File: config.mk
export PLATFORM = sky130hd
export DESIGN_NAME = dbpwm_top
export DESIGN_NICKNAME = d
export VERILOG_FILES = /design/src/rtl/dbpwm_pkg.sv /design/src/rtl/dbpwm_presc.sv /design/src/rtl/dbpwm_timebase.sv /design/src/rtl/dbpwm_chan.sv /design/src/rtl/dbpwm_top.sv
export SDC_FILE = /design/constraint.sdc
export NUM_CORES = 1
export LEC_CHECK = 0
export CAP_MARGIN = 15
export CORE_ASPECT_RATIO = 0.75
export CORE_MARGIN = 3
export CORE_UTILIZATION = 60
export DETAILED_ROUTE_END_ITERATION = 10
export DONT_BUFFER_PORTS = 1
export PLACE_DENSITY = 0.85
export SYNTH_ARGS = -nofsm -noshare
export SYNTH_HDL_FRONTEND = slang
export SYNTH_SLANG_ARGS = --single-unit
File: constraint.sdc
create_clock -name clk -period 3.89 [get_ports clk]
set_input_delay 0.9725 -clock clk [delete_from_list [all_inputs] [get_ports clk]]
set_output_delay 0.9725 -clock clk [all_outputs]
set_load 0.005 [all_outputs]
File: src/rtl/dbpwm_pkg.sv
package dbpwm_pkg;

    localparam int TMR_W      = 8;
    localparam int FRAC_W     = 2;
    localparam int DUTY_W     = TMR_W + FRAC_W;
    localparam int PS_SHIFT   = 4;                    // largest prescale is 2**PS_SHIFT
    localparam int PS_W       = FRAC_W + PS_SHIFT;
    localparam int DATA_W     = 8;
    localparam int CH_BASE    = 4;                    // first per-channel address

    localparam int ADR_TIMER  = 0;
    localparam int ADR_PERIOD = 1;
    localparam int ADR_TCTL   = 2;
    localparam int ADR_FCLR   = 3;

    typedef enum logic [1:0] {
        PS_DIV1   = 2'b00,
        PS_DIV4   = 2'b01,
        PS_DIV16  = 2'b10,
        PS_DIV16X = 2'b11
    } ps_sel_e;

    typedef struct packed {
        logic    run;
        ps_sel_e ps;
    } tctl_t;

    typedef struct packed {
        logic [1:0] duty_lo;
        logic [1:0] mode_hi;
        logic [1:0] mode_lo;
    } chctl_t;

    function automatic logic [PS_W-1:0] ps_limit(input ps_sel_e s);
        case (s)
            PS_DIV1: return PS_W'(3);
            PS_DIV4: return PS_W'(15);
            default: return PS_W'(63);
        endcase
    endfunction

    function automatic logic [FRAC_W-1:0] ps_phase(input ps_sel_e s,
                                                   input logic [PS_W-1:0] c);
        case (s)
            PS_DIV1: return c[1:0];
            PS_DIV4: return c[3:2];
            default: return c[5:4];
        endcase
    endfunction

    function automatic logic is_pwm(input chctl_t c);
        return c.mode_hi == 2'b11;
    endfunction

endpackage

File: src/rtl/dbpwm_presc.sv
module dbpwm_presc
    import dbpwm_pkg::*;
(
    input  logic              clk,
    input  logic              rst,
    input  tctl_t             ctl_q,
    input  ps_sel_e           ps_n,
    input  logic              clr,
    output logic              tick,
    output logic [FRAC_W-1:0] phase_n
);

    logic [PS_W-1:0] cnt_q, cnt_n, lim;

    always_comb begin
        lim  = ps_limit(ctl_q.ps);
        tick = ctl_q.run && !clr && (cnt_q == lim);
        if (clr)
            cnt_n = '0;
        else if (!ctl_q.run)
            cnt_n = cnt_q;
        else if (cnt_q == lim)
            cnt_n = '0;
        else
            cnt_n = cnt_q + PS_W'(1);
        phase_n = ps_phase(ps_n, cnt_n);
    end

    always_ff @(posedge clk) begin
        if (rst)
            cnt_q <= '0;
        else
            cnt_q <= cnt_n;
    end

endmodule

File: src/rtl/dbpwm_timebase.sv
module dbpwm_timebase
    import dbpwm_pkg::*;
(
    input  logic             clk,
    input  logic             rst,
    input  logic             tick,
    input  logic             tmr_wr,
    input  logic             per_wr,
    input  logic             flag_clr,
    input  logic [TMR_W-1:0] wdata,
    output logic [TMR_W-1:0] tmr_q,
    output logic [TMR_W-1:0] tmr_n,
    output logic             boundary,
    output logic             flag_q
);

    logic [TMR_W-1:0] per_q, per_n;
    logic             at_limit, flag_n;

    always_comb begin
        at_limit = (tmr_q == per_q);
        boundary = tick && at_limit && !tmr_wr;

        if (tmr_wr)
            tmr_n = wdata;
        else if (tick)
            tmr_n = at_limit ? '0 : tmr_q + TMR_W'(1);
        else
            tmr_n = tmr_q;

        per_n = per_wr ? wdata : per_q;

        if (boundary)
            flag_n = 1'b1;
        else if (flag_clr)
            flag_n = 1'b0;
        else
            flag_n = flag_q;
    end

    always_ff @(posedge clk) begin
        if (rst) begin
            tmr_q  <= '0;
            per_q  <= '0;
            flag_q <= 1'b0;
        end else begin
            tmr_q  <= tmr_n;
            per_q  <= per_n;
            flag_q <= flag_n;
        end
    end

endmodule

File: src/rtl/dbpwm_chan.sv
module dbpwm_chan
    import dbpwm_pkg::*;
(
    input  logic              clk,
    input  logic              rst,
    input  logic              boundary,
    input  logic              duty_wr,
    input  logic              ctl_wr,
    input  logic [DATA_W-1:0] wdata,
    input  logic [DUTY_W-1:0] fine_n,
    output logic              pwm_q,
    output logic [DUTY_W-1:0] act_q
);

    logic [TMR_W-1:0]  dbyte_q, dbyte_n;
    chctl_t            ctl_q, ctl_n;
    logic [DUTY_W-1:0] act_n;
    logic              pwm_n;

    always_comb begin
        dbyte_n = duty_wr ? wdata[TMR_W-1:0] : dbyte_q;
        ctl_n   = ctl_wr ? chctl_t'(wdata[5:0]) : ctl_q;
        act_n   = boundary ? {dbyte_q, ctl_q.duty_lo} : act_q;

        if (!is_pwm(ctl_n))
            pwm_n = 1'b0;
        else if (fine_n == act_n)
            pwm_n = 1'b0;
        else if (boundary)
            pwm_n = 1'b1;
        else
            pwm_n = pwm_q;
    end

    always_ff @(posedge clk) begin
        if (rst) begin
            dbyte_q <= '0;
            ctl_q   <= '0;
            act_q   <= '0;
            pwm_q   <= 1'b0;
        end else begin
            dbyte_q <= dbyte_n;
            ctl_q   <= ctl_n;
            act_q   <= act_n;
            pwm_q   <= pwm_n;
        end
    end

endmodule

File: src/rtl/dbpwm_top.sv
module dbpwm_top
    import dbpwm_pkg::*;
#(
    parameter int NUM_CH = 2,
    parameter int ADDR_W = 4
) (
    input  logic              clk,
    input  logic              rst,
    input  logic              wr_en,
    input  logic [ADDR_W-1:0] wr_addr,
    input  logic [7:0]        wr_data,
    output logic [NUM_CH-1:0] pwm_out,
    output logic              period_flag
);

    logic tmr_wr, per_wr, tctl_wr, fclr_wr;
    logic [NUM_CH-1:0] duty_wr, ctl_wr;

    assign tmr_wr  = wr_en && (wr_addr == ADDR_W'(ADR_TIMER));
    assign per_wr  = wr_en && (wr_addr == ADDR_W'(ADR_PERIOD));
    assign tctl_wr = wr_en && (wr_addr == ADDR_W'(ADR_TCTL));
    assign fclr_wr = wr_en && (wr_addr == ADDR_W'(ADR_FCLR));

    tctl_t tctl_q, tctl_n;

    assign tctl_n = tctl_wr ? tctl_t'(wr_data[2:0]) : tctl_q;

    always_ff @(posedge clk) begin
        if (rst)
            tctl_q <= '0;
        else
            tctl_q <= tctl_n;
    end

    logic              tick, boundary;
    logic [FRAC_W-1:0] phase_n;
    logic [TMR_W-1:0]  tmr_q, tmr_n;
    logic [DUTY_W-1:0] fine_n;

    dbpwm_presc u_presc (
        .clk     (clk),
        .rst     (rst),
        .ctl_q   (tctl_q),
        .ps_n    (tctl_n.ps),
        .clr     (tmr_wr || tctl_wr),
        .tick    (tick),
        .phase_n (phase_n)
    );

    dbpwm_timebase u_tbase (
        .clk      (clk),
        .rst      (rst),
        .tick     (tick),
        .tmr_wr   (tmr_wr),
        .per_wr   (per_wr),
        .flag_clr (fclr_wr),
        .wdata    (wr_data),
        .tmr_q    (tmr_q),
        .tmr_n    (tmr_n),
        .boundary (boundary),
        .flag_q   (period_flag)
    );

    assign fine_n = {tmr_n, phase_n};

    logic [NUM_CH-1:0][DUTY_W-1:0] act_all;

    for (genvar c = 0; c < NUM_CH; c++) begin : g_ch
        assign duty_wr[c] = wr_en && (wr_addr == ADDR_W'(CH_BASE + 2 * c));
        assign ctl_wr[c]  = wr_en && (wr_addr == ADDR_W'(CH_BASE + 2 * c + 1));

        dbpwm_chan u_chan (
            .clk      (clk),
            .rst      (rst),
            .boundary (boundary),
            .duty_wr  (duty_wr[c]),
            .ctl_wr   (ctl_wr[c]),
            .wdata    (wr_data),
            .fine_n   (fine_n),
            .pwm_q    (pwm_out[c]),
            .act_q    (act_all[c])
        );
    end

endmodule

Word-level counts from Yosys, hierarchy flattened
Index checks and enable logic that the tools add are counted.
{"block": "word_totals", "register_bits": 76, "inputBits": 15, "out_inout_bits": 3, "wordCells": 73}
{"block": "op_classes", "n_addsub": 2, "n_eq_ne": 15, "n_mux": 15, "n_bitwise": 2, "reduce_logical": 21}
{"op": "$mux 8", "count": 3}
{"op": "$eq 10x10->1", "count": 2}
{"op": "$mux 10", "count": 2}
{"op": "$mux 6", "count": 3}
{"op": "$eq 4x3->1 const B", "count": 4}
{"op": "$logic_and 1x1->1", "count": 12}
{"op": "$pmux 6 s2", "count": 1}
{"op": "$add 8x1->8 const B", "count": 1}
{"op": "$eq 4x2->1 const B", "count": 2}
{"op": "$eq 8x8->1", "count": 1}
{"op": "$mux 4", "count": 2}
{"op": "$add 6x1->6 const B", "count": 1}
{"op": "$eq 6x6->1", "count": 1}
{"op": "$reduce_or 3->1", "count": 2}
{"op": "$eq 2x1->1 const B", "count": 2}
{"op": "$eq 2x2->1 const B", "count": 2}
{"op": "$eq 4x1->1 const B", "count": 1}
{"op": "$logic_not 2->1", "count": 2}
{"op": "$logic_not 4->1", "count": 1}
{"op": "$pmux 2 s2", "count": 1}
{"op": "$logic_not 1->1", "count": 2}
{"op": "$mux 1", "count": 2}
{"op": "$mux 2", "count": 1}
{"op": "$not 1->1", "count": 2}
{"op": "2 further kinds", "count": 2}

Logic depth before layout (Yosys ltp)
{"block": "depth", "depth_word": 11, "ltp_mapped": 12, "ltp_nobuf": 10}

Cells and area by module
A second synthesis with hierarchy kept.
{"block": "unflattened", "hier_cells": 355, "hier_area_um2": 3433.3}
{"module": "dbpwm_chan", "instances": 2, "cells_per_inst": 89, "area_per_inst_um2": 924.6, "seq_area_each_um2": 460.4}
{"module": "dbpwm_timebase", "instances": 1, "cells_per_inst": 106, "area_per_inst_um2": 949.7, "seq_area_each_um2": 340.3}
{"module": "dbpwm_presc", "instances": 1, "cells_per_inst": 42, "area_per_inst_um2": 380.4, "seq_area_each_um2": 120.1}
{"module": "dbpwm_top", "instances": 1, "cells_per_inst": 29, "area_per_inst_um2": 254.0, "seq_area_each_um2": 60.1}

Worst setup path after synthesis
OpenSTA, ideal clock, no wires.
{"block": "synth_path", "path_type": "input -> register", "startpoint": "input wr_addr[0]", "endpoint": "register g_ch[1].u_chan.pwm_q", "setup_ns": 0.138, "arrival_ns": 2.996, "required_ns": 3.752, "slack_ns": 0.756, "path_stages": 10, "path_buffers": 1, "cell_sequence": "or4b_1 clkbuf_1 nor2_2 or3_1 o31ai_2 a31oi_4 xor2_1 nand2_1 a2111oi_0 a31oi_1"}
{"block": "synth_between", "elab_chain_len": 11, "elab_cells_between_ends": 26, "cone_classes": "5 x eq/ne; 7 x mux; 1 x bitwise; 13 x reduce/logical"}
{"item": "start: declaration", "line": "dbpwm_top.sv:10", "source": "input logic [ADDR_W-1:0] wr_addr,"}
{"item": "$eq 4x2->1 or $logic_not 4->1 (tied branches)", "line": "dbpwm_top.sv:21, dbpwm_top.sv:19"}
{"item": "$logic_and 1x1->1, on equally long branches", "line": "dbpwm_top.sv:21, dbpwm_top.sv:19"}
{"item": "$logic_or 1x1->1", "line": "dbpwm_top.sv:45", "source": ".clr (tmr_wr || tctl_wr),"}
{"item": "$logic_not 1->1", "line": "dbpwm_presc.sv:17", "source": "tick = ctl_q.run && !clr && (cnt_q == lim);"}
{"item": "$logic_and 1x1->1 (2 in a row)", "line": "dbpwm_presc.sv:17"}
{"item": "$logic_and 1x1->1 (2 in a row)", "line": "dbpwm_timebase.sv:22", "source": "boundary = tick && at_limit && !tmr_wr;"}
{"item": "$mux 10", "line": "dbpwm_chan.sv:23", "source": "act_n = boundary ? {dbyte_q, ctl_q.duty_lo} : act_q;"}
{"item": "$eq 10x10->1", "line": "dbpwm_chan.sv:27", "source": "else if (fine_n == act_n)"}
{"item": "$reduce_or 3->1 (no line)"}
{"item": "end signal: assignment", "line": "dbpwm_chan.sv:45", "source": "pwm_q <= pwm_n;"}
{"item": "end: declaration", "line": "dbpwm_chan.sv:11", "source": "output logic pwm_q,"}
Parallel ways exist; a longest one is shown, timed or not.
A chain may end at the register's enable or synchronous reset.

Worst setup path after layout
Ends and elaborated chain as after synthesis.

==> metrics.md <==
| Metric | Value |
|---|---|
| Outcome | `completed` |
| Worst IR Drop VDD | `about 0.25 mV` |
| Register-to-Register Setup Slack | `0.79 ns` |
| Post-synthesis sequential element count | `around 70` |
| Buffers plus inverters on the worst setup path | `0` |
| Number of warnings printed during yosys synthesis | `0` |
| Delay of the slowest critical-path stage | `0.48 ns` |
| Share of the synthesized area in the top cell type | `about 40%` |
| Post-synthesis cell type with the largest combined area | `sky130_fd_sc_hd__dfxtp_1` |
| Type of element capturing the critical path | `flip-flop` |
| Cts-stage hold buffer count | `0` |
| Fin Setup TNS | `0 ns` |
| Global-route wire length before repair | `13540 um` |
| Cell at the slowest stage of the critical path | `sky130_fd_sc_hd__nor4b_4` |
| Hold_sp | `g_ch[1].u_chan.act_q[2]$_SDFF_PP0_` |
| Proportion of synthesized chip area in sequential cells | `40.46%` |
| Crit start category | `input pin` |
| CTS HTree Levels | `3` |
| Static leakage power | `1.561 nW` |
| Final global-route overflow total | `0` |
| Routed Wire Length | `8627 um` |
| Number of antenna-violating nets in the routed design | `0` |
| Cell-by-cell trace of the critical path | `nor4b_4 -> nor4_2 -> or2_1 -> nand2_4 -> mux2i_1 -> xnor2_1 -> o21ai_0 -> a2111oi_0 -> a31oi_1` |
| Initial Utilization | `64.47%` |
| Die area | `6907 um^2` |
| Number of setup buffers added after CTS | `0` |
| Final Max Slew Viols | `0` |
| DPL Wire Length | `~6200 um` |
| Final worst-path cycle share | `between 80% and 90%` |
| Number of iterations in the first detailed-routing pass | `5` |
| Setup-failing EPs final | `0` |
| Antenna diode count | `0` |
| Clock Tree Root | `sky130_fd_sc_hd__clkbuf_8` |
| Count of boundary I/O pins | `18` |
| Endpoint with the worst hold slack | `g_ch[1].u_chan.act_q[2]$_SDFF_PP0_` |
| Chip height | `72.73 um` |
| Maximum operating frequency | `0.3200 GHz` |
| Arrival time of the worst setup path | `3.35 ns` |
| Post-Route Skew | `0.008688 ns` |
| Asr flop ratio synth | `0%` |
| Final hold violations | `0` |
| Row cnt | `23` |
| Final min period | `about 3.1 ns` |
| Reg2Reg Launch Point | `tctl_q[1]$_SDFF_PP0_` |
| Net count after synthesis | `about 410` |
| Inserted Clock Buffers | `9` |
| Violation count after the first detailed-route iteration | `185` |
| Endpoint of the lowest-slack register-to-register path | `g_ch[1].u_chan.pwm_q$_SDFFE_PP0N_` |
| Horizontal die dimension | `between 90 and 100 um` |
| Placeable Area | `about 5500 um^2` |
| Pin slew with the least headroom to its limit | `0.8290 ns` |
| Logic depth of the worst register-to-register path | `9` |
| Area Overhead vs Synth | `7.341%` |
| Number of stages on the worst hold path | `2` |
| Clock latency on the worst-skew pair | `0.36 ns` |
| Maximum net fanout on the critical path | `23` |
| Non-Filler Cell Area, Final | `approximately 3800 um^2` |
| Via count of the first global-routing pass | `roughly 2.6k` |
| Required time of the critical path | `4.11 ns` |
| Leading cell type in the layout, fill and taps excluded | `sky130_fd_sc_hd__dfxtp_1` |
| Number of max-cap violations | `0` |
| Unique cell type count in the Yosys netlist | `56` |
| Final weighted congestion in routability-driven placement | `0.9646` |
| Count of mapped cells out of synthesis | `394` |
| Detailed-route via count | `2857` |
| Class of the tightest hold or removal check | `flip-flop to flip-flop` |
| Total power of the final layout | `1.471 mW` |
| Ratio of cells with drive above 1 in the final layout | `10.15%` |
| EDFF count, synth | `0` |
| Antenna violations before repair | `0` |
| Commonest cells after routing, fill and taps aside | `72 x sky130_fd_sc_hd__dfxtp_1, 65 x sky130_fd_sc_hd__nor2_1, 45 x sky130_fd_sc_hd__mux2i_1` |
| Worst relative slew slack | `44.61%` |
| Post-route DRC | `0` |
| Clock net sink count | `between 70 and 80` |
| Post-Syn Area per Cell | `9.041 um^2` |
| Post-place instance area | `3603 um^2` |
| Dominant delay contributor by cell family on the critical path | `simple AND/OR/NAND/NOR gates` |
| Vias per cell | `roughly 6.1` |
| Setup Crit Path Kind | `input pin to flip-flop` |
| WL per Instance | `18.39 um` |
| Cells resized by post-CTS repair | `0` |
| Clock transition at the registers of the reported paths | `approximately 0.07 ns` |
| Synth Cell Area | `about 3600 um^2` |
| Pin count of the biggest net entering global routing | `73` |
| Total global-route track usage | `26.21%` |
| Unrepaired setup endpoints after global routing | `no` |
| Power per unit of standard cell area | `between 300 and 400 nW/um^2` |
| Layout Nets | `406` |
| Top area cells in the synthesized netlist | `sky130_fd_sc_hd__dfxtp_1 40%, sky130_fd_sc_hd__mux2i_1 13%, sky130_fd_sc_hd__nor2_1 6.8%, sky130_fd_sc_hd__xor2_1 4.4%, sky130_fd_sc_hd__xnor2_1 3.7%` |
| IO buf count | `0` |
| Main flop type after synthesis | `sky130_fd_sc_hd__dfxtp_1` |
| TritonCTS clock tree | `done` |
| Maximum clock path buffer count | `2` |
==> kinds of logic (layout without fill, tap and decap cells) <==
kind of cell / after synthesis / count (layout) / synth area share (%)
flops: 72 / 72 / 40.46
mux: 48 / 48 / 14.23
compound gates: 59 / 59 / 11.63
buf+inv: 27 / 27 / 3.477
fa+ha+maj: 2 / 2 / 0.7024
simple gates: 153 / 153 / 21.39
xor+xnor: 33 / 33 / 8.114
==> stage by stage <==
stage,worst slack [ns],hold WS [ns],util [%],instances
6_report,0.7647,0.4826,69.20,469
5_1_grt,0.5083,0.4929,69.20,469
4_1_cts,0.8264,0.4802,69.20,469
3_5_place_dp,0.4585,0.4667,65.22,453
3_3_place_gp,0.5332,0.4506,65.22,453
2_1_floorplan,0.7558,0.4436,-,394
==> area by class of cell <==
cell class                 instances  area, um^2
multi-input combinational        295        1997
fill                             439        1702
sequential                        72        1441
clock buffer                      10       127.6
tap                               75       93.84
clock inverter                     6       92.59
timing repair buffer               8       60.06
inverter                           3       11.26
==> power breakdown <==
group	internal, mW	switching [mW]
sequential	0.742	0.00594
clock	0.364	0.292
combinational	0.0280	0.0380
total	1.13	0.336
==> per-layer routing <==
layer / global-route usage, % / wire length [um] / up-vias
met5: 0 / 0 / -
met4: 7.520 / 149 / 0
met3: 10.10 / 885 / 10
met2: 37.19 / 3617 / 130
met1: 37.02 / 3974 / 1348
li1: - / - / 1369
==> tightest hold or removal path, stage by stage, from the launching register on <==
cell and delay, ns:
sky130_fd_sc_hd__dfxtp_1 0.33, sky130_fd_sc_hd__nand2_1 0.06, sky130_fd_sc_hd__a21oi_1 0.05
==> registers in the layout, summed over array words and instances, names as in the netlist <==
register,count
g_ch.u_chan.dbyte_q,16
u_tbase.tmr_q,8
tctl_q,3
g_ch.u_chan.ctl_q,8
u_tbase.per_q,8
u_presc.cnt_q,6
g_ch.u_chan.pwm_q,2
g_ch.u_chan.act_q,20
u_tbase.flag_q,1
==> synthesized netlist by cell type, drive strengths merged (3+ instances only) <==
library cell / count
a21oi: 20
nor2b: 9
a31oi: 6
or3: 3
nor4: 5
o31ai: 3
nand2: 28
dfxtp: 72
clkbuf: 17
nor3: 12
xor2: 18
xnor2: 15
nand3: 8
mux2i: 47
o21ai: 13
nand4: 4
inv: 3
nor3b: 3
buf: 7
nor2: 66
==> worst max-delay path by stage <==
stage                                              endpoint  slack, ns  cells after the start                 start
after CTS                 g_ch[1].u_chan.pwm_q$_SDFFE_PP0N_       0.83                      9            wr_addr[0]
final                     g_ch[1].u_chan.pwm_q$_SDFFE_PP0N_       0.76                      9            wr_addr[0]
after global placement    g_ch[0].u_chan.pwm_q$_SDFFE_PP0N_       0.53                      9            wr_addr[0]
after floorplan           g_ch[1].u_chan.pwm_q$_SDFFE_PP0N_       0.76                     10            wr_addr[0]
after global routing      g_ch[1].u_chan.pwm_q$_SDFFE_PP0N_       0.51                      9  tctl_q[1]$_SDFF_PP0_
after detailed placement  g_ch[0].u_chan.pwm_q$_SDFFE_PP0N_       0.46                      9            wr_addr[0]
No activity file was read; power rests on OpenSTA's default activity.
